`src/rtl/rxq_pkg.sv`:
```
package rxq_pkg;
  localparam int RXQ_DW = 8;

  typedef struct packed {
    logic [RXQ_DW-1:0] data;
    logic              perr;
    logic              ferr;
    logic              brk;
  } rxq_entry_t;

  // threshold decode of the two trigger-select bits
  function automatic int unsigned trig_threshold(input logic [1:0] sel);
    case (sel)
      2'b00:   return 1;
      2'b01:   return 4;
      2'b10:   return 8;
      default: return 14;
    endcase
  endfunction
endpackage

```
`src/rtl/rxq_store.sv`:
```
module rxq_store
  import rxq_pkg::*;
#(
  parameter int DEPTH = 16,
  localparam int AW = $clog2(DEPTH),
  localparam int CW = $clog2(DEPTH + 1)
) (
  input  logic       clk,
  input  logic       rst_n,
  input  logic       push,
  input  logic       pop,
  input  logic       clr,
  input  rxq_entry_t wr_entry,
  output rxq_entry_t head,
  output logic [CW-1:0] count,
  output logic       empty,
  output logic       full,
  output logic       push_ok,
  output logic       pop_ok,
  output logic       ovf
);
  rxq_entry_t    mem [DEPTH];
  logic [AW-1:0] rptr, rptr_n, wptr, wptr_n;
  logic [CW-1:0] count_n;

  function automatic logic [AW-1:0] ptr_inc(input logic [AW-1:0] p);
    return (p == AW'(DEPTH - 1)) ? '0 : p + AW'(1);
  endfunction

  assign empty   = (count == '0);
  assign full    = (count == CW'(DEPTH));
  assign push_ok = push & ~clr & (~full | pop);
  assign pop_ok  = pop & ~clr & ~empty;
  assign ovf     = push & ~clr & full & ~pop;
  assign head    = empty ? '0 : mem[rptr];

  always_comb begin
    rptr_n  = rptr;
    wptr_n  = wptr;
    count_n = count;
    if (clr) begin
      rptr_n  = '0;
      wptr_n  = '0;
      count_n = '0;
    end else begin
      if (push_ok) wptr_n = ptr_inc(wptr);
      if (pop_ok)  rptr_n = ptr_inc(rptr);
      count_n = count + CW'(push_ok) - CW'(pop_ok);
    end
  end

  always_ff @(posedge clk or negedge rst_n) begin
    if (!rst_n) begin
      rptr  <= '0;
      wptr  <= '0;
      count <= '0;
    end else begin
      rptr  <= rptr_n;
      wptr  <= wptr_n;
      count <= count_n;
    end
  end

  // storage array: written only on an accepted push, no reset needed
  always_ff @(posedge clk) begin
    if (push_ok) mem[wptr] <= wr_entry;
  end

  // a pop on an empty queue leaves it empty
  a_r6_no_underflow: assert property (@(posedge clk) disable iff (!rst_n)
    (empty && pop && !push && !clr) |=> empty);
  // a dropped push keeps the queue full
  a_r5_full_kept: assert property (@(posedge clk) disable iff (!rst_n)
    ovf |=> full);
  // simultaneous push and pop on a full queue stays full
  a_r11_swap_full: assert property (@(posedge clk) disable iff (!rst_n)
    (full && push && pop && !clr) |=> full);
  // clear empties the queue
  a_r4_clear_empty: assert property (@(posedge clk) disable iff (!rst_n)
    clr |=> empty);
endmodule

```
`src/rtl/rxq_status.sv`:
```
module rxq_status #(
  parameter int DEPTH = 16,
  localparam int CW = $clog2(DEPTH + 1)
) (
  input  logic clk,
  input  logic rst_n,
  input  logic push_ok,
  input  logic wr_tagged,
  input  logic pop_ok,
  input  logic head_tagged,
  input  logic h_perr,
  input  logic h_ferr,
  input  logic h_brk,
  input  logic ovf,
  input  logic lsr_rd,
  input  logic clr,
  input  logic empty,
  output logic overrun,
  output logic head_perr,
  output logic head_ferr,
  output logic head_brk,
  output logic err_any
);
  logic [CW-1:0] err_cnt, err_cnt_n;
  logic          seen, seen_n;
  logic          overrun_n;

  always_comb begin
    // tagged-entry population
    if (clr) err_cnt_n = '0;
    else     err_cnt_n = err_cnt + CW'(push_ok & wr_tagged) - CW'(pop_ok & head_tagged);
    // tag visibility mask: reset whenever the head changes
    if (clr || pop_ok || empty) seen_n = 1'b0;
    else if (lsr_rd)            seen_n = 1'b1;
    else                        seen_n = seen;
    // sticky overrun, set beats clear
    if (ovf)         overrun_n = 1'b1;
    else if (lsr_rd) overrun_n = 1'b0;
    else             overrun_n = overrun;
  end

  always_ff @(posedge clk or negedge rst_n) begin
    if (!rst_n) begin
      err_cnt <= '0;
      seen    <= 1'b0;
      overrun <= 1'b0;
    end else begin
      err_cnt <= err_cnt_n;
      seen    <= seen_n;
      overrun <= overrun_n;
    end
  end

  assign err_any   = (err_cnt != '0);
  assign head_perr = h_perr & ~seen;
  assign head_ferr = h_ferr & ~seen;
  assign head_brk  = h_brk & ~seen;

  // a tagged entry can only exist while the queue holds data
  a_r8_err_needs_data: assert property (@(posedge clk) disable iff (!rst_n)
    err_any |-> !empty);
  // a dropped push raises overrun
  a_r5_ovf_flag: assert property (@(posedge clk) disable iff (!rst_n)
    ovf |=> overrun);
  // a status read hides the head tags while the head stays
  a_r7_tags_hidden: assert property (@(posedge clk) disable iff (!rst_n)
    (lsr_rd && !empty && !pop_ok && !clr) |=> !(head_perr || head_ferr || head_brk));
endmodule

```
`src/rtl/rxq_timeout.sv`:
```
module rxq_timeout #(
  parameter int TMO_CHARS = 4,
  localparam int TW = $clog2(TMO_CHARS + 1)
) (
  input  logic clk,
  input  logic rst_n,
  input  logic tick,
  input  logic activity,
  input  logic empty,
  output logic timeout
);
  logic [TW-1:0] cnt, cnt_n;

  always_comb begin
    if (activity || empty)                 cnt_n = '0;
    else if (tick && cnt != TW'(TMO_CHARS)) cnt_n = cnt + TW'(1);
    else                                   cnt_n = cnt;
  end

  always_ff @(posedge clk or negedge rst_n) begin
    if (!rst_n) cnt <= '0;
    else        cnt <= cnt_n;
  end

  assign timeout = (cnt == TW'(TMO_CHARS));

  // no timeout with an empty queue
  a_r9_needs_data: assert property (@(posedge clk) disable iff (!rst_n)
    timeout |-> !empty);
  // any push or pop drops the timeout on the next cycle
  a_r10_activity_clears: assert property (@(posedge clk) disable iff (!rst_n)
    activity |=> !timeout);
endmodule

```
`src/rtl/rxq_top.sv`:
```
module rxq_top
  import rxq_pkg::*;
#(
  parameter int DEPTH = 16,
  parameter int TMO_CHARS = 4,
  localparam int CW = $clog2(DEPTH + 1)
) (
  input  logic              clk,
  input  logic              rst_n,
  input  logic              push_valid,
  input  logic [RXQ_DW-1:0] push_data,
  input  logic              push_perr,
  input  logic              push_ferr,
  input  logic              push_brk,
  input  logic              pop,
  input  logic              lsr_rd,
  input  logic              fcr_we,
  input  logic [7:0]        fcr_data,
  input  logic              char_tick,
  output logic [RXQ_DW-1:0] rd_data,
  output logic [CW-1:0]     level,
  output logic              data_ready,
  output logic              trig_hit,
  output logic              overrun,
  output logic              head_perr,
  output logic              head_ferr,
  output logic              head_brk,
  output logic              err_any,
  output logic              timeout
);
  rxq_entry_t wr_entry, head;
  logic       empty, full, push_ok, pop_ok, ovf, clr;
  logic [1:0] trig_sel, trig_sel_n;
  logic       unused_fcr;

  assign clr        = fcr_we & fcr_data[1];
  assign unused_fcr = ^{fcr_data[5:2], fcr_data[0]};
  assign wr_entry   = '{data: push_data, perr: push_perr, ferr: push_ferr, brk: push_brk};

  always_comb begin
    trig_sel_n = fcr_we ? fcr_data[7:6] : trig_sel;
  end

  always_ff @(posedge clk or negedge rst_n) begin
    if (!rst_n) trig_sel <= 2'b00;
    else        trig_sel <= trig_sel_n;
  end

  rxq_store #(.DEPTH(DEPTH)) u_store (
    .clk(clk), .rst_n(rst_n), .push(push_valid), .pop(pop), .clr(clr),
    .wr_entry(wr_entry), .head(head), .count(level), .empty(empty), .full(full),
    .push_ok(push_ok), .pop_ok(pop_ok), .ovf(ovf)
  );

  rxq_status #(.DEPTH(DEPTH)) u_status (
    .clk(clk), .rst_n(rst_n), .push_ok(push_ok),
    .wr_tagged(push_perr | push_ferr | push_brk), .pop_ok(pop_ok),
    .head_tagged(head.perr | head.ferr | head.brk),
    .h_perr(head.perr), .h_ferr(head.ferr), .h_brk(head.brk),
    .ovf(ovf), .lsr_rd(lsr_rd), .clr(clr), .empty(empty),
    .overrun(overrun), .head_perr(head_perr), .head_ferr(head_ferr),
    .head_brk(head_brk), .err_any(err_any)
  );

  rxq_timeout #(.TMO_CHARS(TMO_CHARS)) u_tmo (
    .clk(clk), .rst_n(rst_n), .tick(char_tick),
    .activity(push_valid | pop | clr), .empty(empty), .timeout(timeout)
  );

  assign rd_data    = head.data;
  assign data_ready = ~empty;
  assign trig_hit   = (level >= CW'(trig_threshold(trig_sel)));

  // the smallest threshold is one character, so data always trips level 1 mode
  a_r3_trig_one: assert property (@(posedge clk) disable iff (!rst_n)
    (trig_sel == 2'b00 && data_ready) |-> trig_hit);
  // no trigger without data
  a_r3_trig_needs_data: assert property (@(posedge clk) disable iff (!rst_n)
    trig_hit |-> data_ready);
endmodule

```
`config.mk`:
```
export PLATFORM = sky130hd
export DESIGN_NAME = rxq_top
export DESIGN_NICKNAME = d
export VERILOG_FILES = /design/src/rtl/rxq_pkg.sv /design/src/rtl/rxq_store.sv /design/src/rtl/rxq_status.sv /design/src/rtl/rxq_timeout.sv /design/src/rtl/rxq_top.sv
export SDC_FILE = /design/constraint.sdc
export NUM_CORES = 1
export LEC_CHECK = 0
export CAP_MARGIN = 20
export CORE_MARGIN = 2
export CORE_UTILIZATION = 30
export CTS_BUF_LIST = sky130_fd_sc_hd__clkbuf_16
export CTS_CLUSTER_DIAMETER = 120
export DETAILED_ROUTE_END_ITERATION = 6
export PLACE_DENSITY = 0.45
export SYNTH_ARGS = -nofsm -noshare
export SYNTH_HDL_FRONTEND = slang
export SYNTH_SLANG_ARGS = --single-unit
```
`constraint.sdc`:
```
create_clock -name clk -period 3.9 [get_ports clk]
set_input_delay 0.39 -clock clk [delete_from_list [all_inputs] [get_ports clk]]
set_output_delay 0.39 -clock clk [all_outputs]
set_load 0.02 [all_outputs]
```
==> results.py <==
metrics = {
    "cts": {
        "clk_latency_ns": 0.52,
        "clockBufferDepth": 3,
        "h-tree-depth": 1,
        "cts_hold_buf": 0,
        "cts_tree": "built",
        "root_buffer": "clkbuf_16",
        "cts_buffers": 23,
        "cts.sinks": 201,
        "clk_pin_slew_worst_paths_ns": 0.06,
    },
    "yosys": {
        "syn-num-nets": 505,
        "synth.most_common_cell": "edfxtp_1",
        "synth_top_area_share": 0.627,
        "yosysWarnings": 0,
        "synthFlopType": "edfxtp_1",
        "syn_area_per_cell_um2": 18.6,
        "syn_inst": 454,
        "synthTopCellsByArea": "edfxtp_1, mux4_2, dfrtp_1",
        "synth_enable_flop_cells": 176,
        "yosysSeqAreaShare": 0.702,
        "synth_area_mm2": 0.00842,
        "ys_ff_latch": 201,
        "synthArstFlopShare": 0.124,
        "yosys.area.top_type": "edfxtp_1",
        "yosysUniqueCellTypes": 46,
        "synth_common_cells": "edfxtp_1, mux4_2, inv_1",
    },
    "setup_path": {
        "critPathSlowestCell": "mux4_1",
        "critPathArrivalTime_ns": 3.31,
        "worstReg2RegEnd": "u_store.count[4]",
        "endpoint": "rd_data[0]",
        "startpoint_type": "flip-flop",
        "path_buf_inv": 3,
        "critPathLaunch": "u_store.rptr[0]",
        "ff2ff_path_depth": 15,
        "critical-path-top-delay-family": "multiplexers",
        "critPathMaxFanout": 15,
        "setup.worst_path.class": "flip-flop to output port",
        "crit_path_end_kind": "output port",
        "required_ns": 3.51,
        "path_cells": "buf_6, buf_8, mux4_1, mux4_2, and2_1, clkdlybuf4s50_1",
        "slowest_delay_ns": 0.59,
        "cp.depth": 6,
        "r2r_slack_ns": 0.33,
        "r2r-start": "u_store.count[3]",
    },
    "timing": {
        "maxSlewHeadroom": 0.394,
        "final_max_slew_viol_count": 0,
        "setup_slack_ns": 0.202,
        "tightest_slew_ns": 0.908,
        "whs_ns": 0.261,
        "layout_min_cycle_time_ns": 3.70,
        "finalSetupTns_ns": 0,
        "finClkSkew_ns": 0.0187,
        "max_freq_mhz": 270,
        "setup_viol": 0,
        "post-route-period-util": 0.948,
        "rsz0062_at_grt": "false",
        "finalHoldViolations": 0,
    },
    "final_layout": {
        "syn_to_final_growth_pct": 19.8,
        "final_layout_size_suffix_gt1_frac": 0.195,
        "post-route-cell-area_mm2": 0.0101,
        "diodes": 0,
        "fill_cells": 2592,
        "layout.nets": 578,
    },
    "power_and_ir_drop": {
        "total_power_mw": 6.78,
        "p_leak_nw": 3.51,
        "ir_drop_mv": 0.338,
        "power_density_mw_per_mm2": 672,
    },
    "floorplan": {
        "die_w_um": 172,
        "dieArea_mm2": 0.0294,
        "start_util": 0.304,
        "die_h_um": 172,
        "core_mm2": 0.0277,
        "ios": 47,
        "num_rows": 61,
    },
    "routing": {
        "viasPerCell": 4.65,
        "first_pass_iters": 4,
        "wire_per_inst_um": 20.6,
        "wirelength_um": 19000,
        "drc_errors": 0,
        "vias": 4282,
        "drt_iter0_markers": 317,
        "ant_nets": 0,
    },
    "place": {
        "placed_cell_area_mm2": 0.00940,
        "hpwlAfterDp_um": 11900,
        "place_ws_ns": 0.345,
        "portBuffers": 41,
        "gp_congestion": 0.706,
    },
    "global_route": {
        "antenna_found_initial": 0,
        "track_usage": 0.135,
        "grt_max_degree": 26,
        "grt_pass1_wl_um": 29200,
        "grt_overflow_total": 0,
        "grt_pass1_vias": 4743,
    },
    "flow_run": {
        "max-cap-violations": 0,
    },
    "hold_path": {
        "min_path_type": "input port to async pin",
    },
    "status": {
        "status": "complete, no violations",
    },
}
-- per-stage QoR --
stage	instances	utilization
3_3_place_gp	880	0.339
5_1_grt	921	0.364
6_report	921	0.364
3_5_place_dp	880	0.339
2_1_floorplan	454	-
4_1_cts	921	0.364
-- cell usage in the layout, fill, tap and decap left out, types with 2 or more instances in the layout --
cell type        Yosys  final
edfxtp_1           176    176
mux4_2              46     46
clkdlybuf4s50_1      0     41
inv_1               26     29
ha_1                23     23
clkbuf_16            0     23
dfrtp_1             25     23
buf_4                0     21
nor2_1              19     19
and3_1              15     15
and2_1              13     13
nand2_1             11     11
a21oi_1              9      9
nor2b_1              8      8
nand3_1              7      7
mux4_1               7      7
clkinv_1             0      7
a21o_1               5      5
xnor2_1              5      5
nor3_1               6      5
o21ai_0              5      5
clkinv_2             0      5
xor2_1               4      4
nand2b_1             2      2
a21boi_0             2      2
a22oi_1              2      2
nand4_1              2      2
fa_1                 2      2
-- worst min path at each step --
| stage | startpoint | endpoint | slack, ns | depth (start not counted) |
|---|---|---|---|---|
| global placement | u_status.overrun | u_status.overrun | 0.50 | 1 |
| floorplan | rst_n | trig_sel[0] | 0.09 | 0 |
| detailed placement | u_status.overrun | u_status.overrun | 0.52 | 1 |
| CTS | rst_n | trig_sel[1] | 0.26 | 2 |
| global route | rst_n | trig_sel[0] | 0.29 | 2 |
| finish | rst_n | trig_sel[0] | 0.26 | 2 |
-- area by class of cell --
type | count | area, µm² | area share
inverters | 26 | 97.6 | 0.00967
flip-flops and latches | 201 | 5920 | 0.586
clock buffers | 23 | 576 | 0.0570
clock inverters | 18 | 98.8 | 0.00980
multi-input cells | 211 | 2340 | 0.231
repair buffers | 64 | 594 | 0.0589
well taps | 378 | 473 | 0.0469
-- cell families (layout without fill, tap and decap cells) --
kind of cell             after synthesis  count (layout)  share of synthesized area
XOR/XNOR                               9               9                    0.00936
multiplexers                          54              54                      0.146
AO/OA/AOI/OAI                         33              33                     0.0258
flip-flops                           201             201                      0.702
buffers and inverters                 42             131                     0.0217
adder cells (fa/ha/maj)               25              25                     0.0389
AND/OR/NAND/NOR                       90              90                     0.0566
-- registers in the layout, indices dropped and copies added, names as in the netlist --
register	cells
u_store.mem	176
u_status.err_cnt	5
u_store.count	5
u_store.rptr	4
u_store.wptr	4
u_tmo.cnt	3
trig_sel	2
u_status.overrun	1
u_status.seen	1
-- layer usage --
| metal | wire length, µm | vias to the layer above | GRT usage |
|---|---|---|---|
| li1 | - | 1948 | - |
| met2 | 9480 | 85 | 0.230 |
| met1 | 8500 | 2225 | 0.185 |
| met5 | 0 | - | 0 |
| met3 | 669 | 24 | 0.0182 |
| met4 | 367 | 0 | 0.0298 |
-- power breakdown --
group	switching [mW]	internal (mW)
clock network	0.851	1.08
registers	0.173	2.51
logic	1.05	1.12
total	2.07	4.71
-- worst reg2reg max path: cells and delay by family (launching register included) --
kind            cells  cell delay (ns)
compound gates      2             0.31
flops               1             0.43
simple gates        5             1.34
fa+ha+maj           4             1.04
buf+inv             4             0.37
-- repair_timing --
action	4_1_cts	5_1_grt
cloned	0	0
setup buffers	0	0
pin swaps	0	0
resized for setup	2	2
endpoints found under the setup margin	6	5
(Power assumes the default switching activity.)
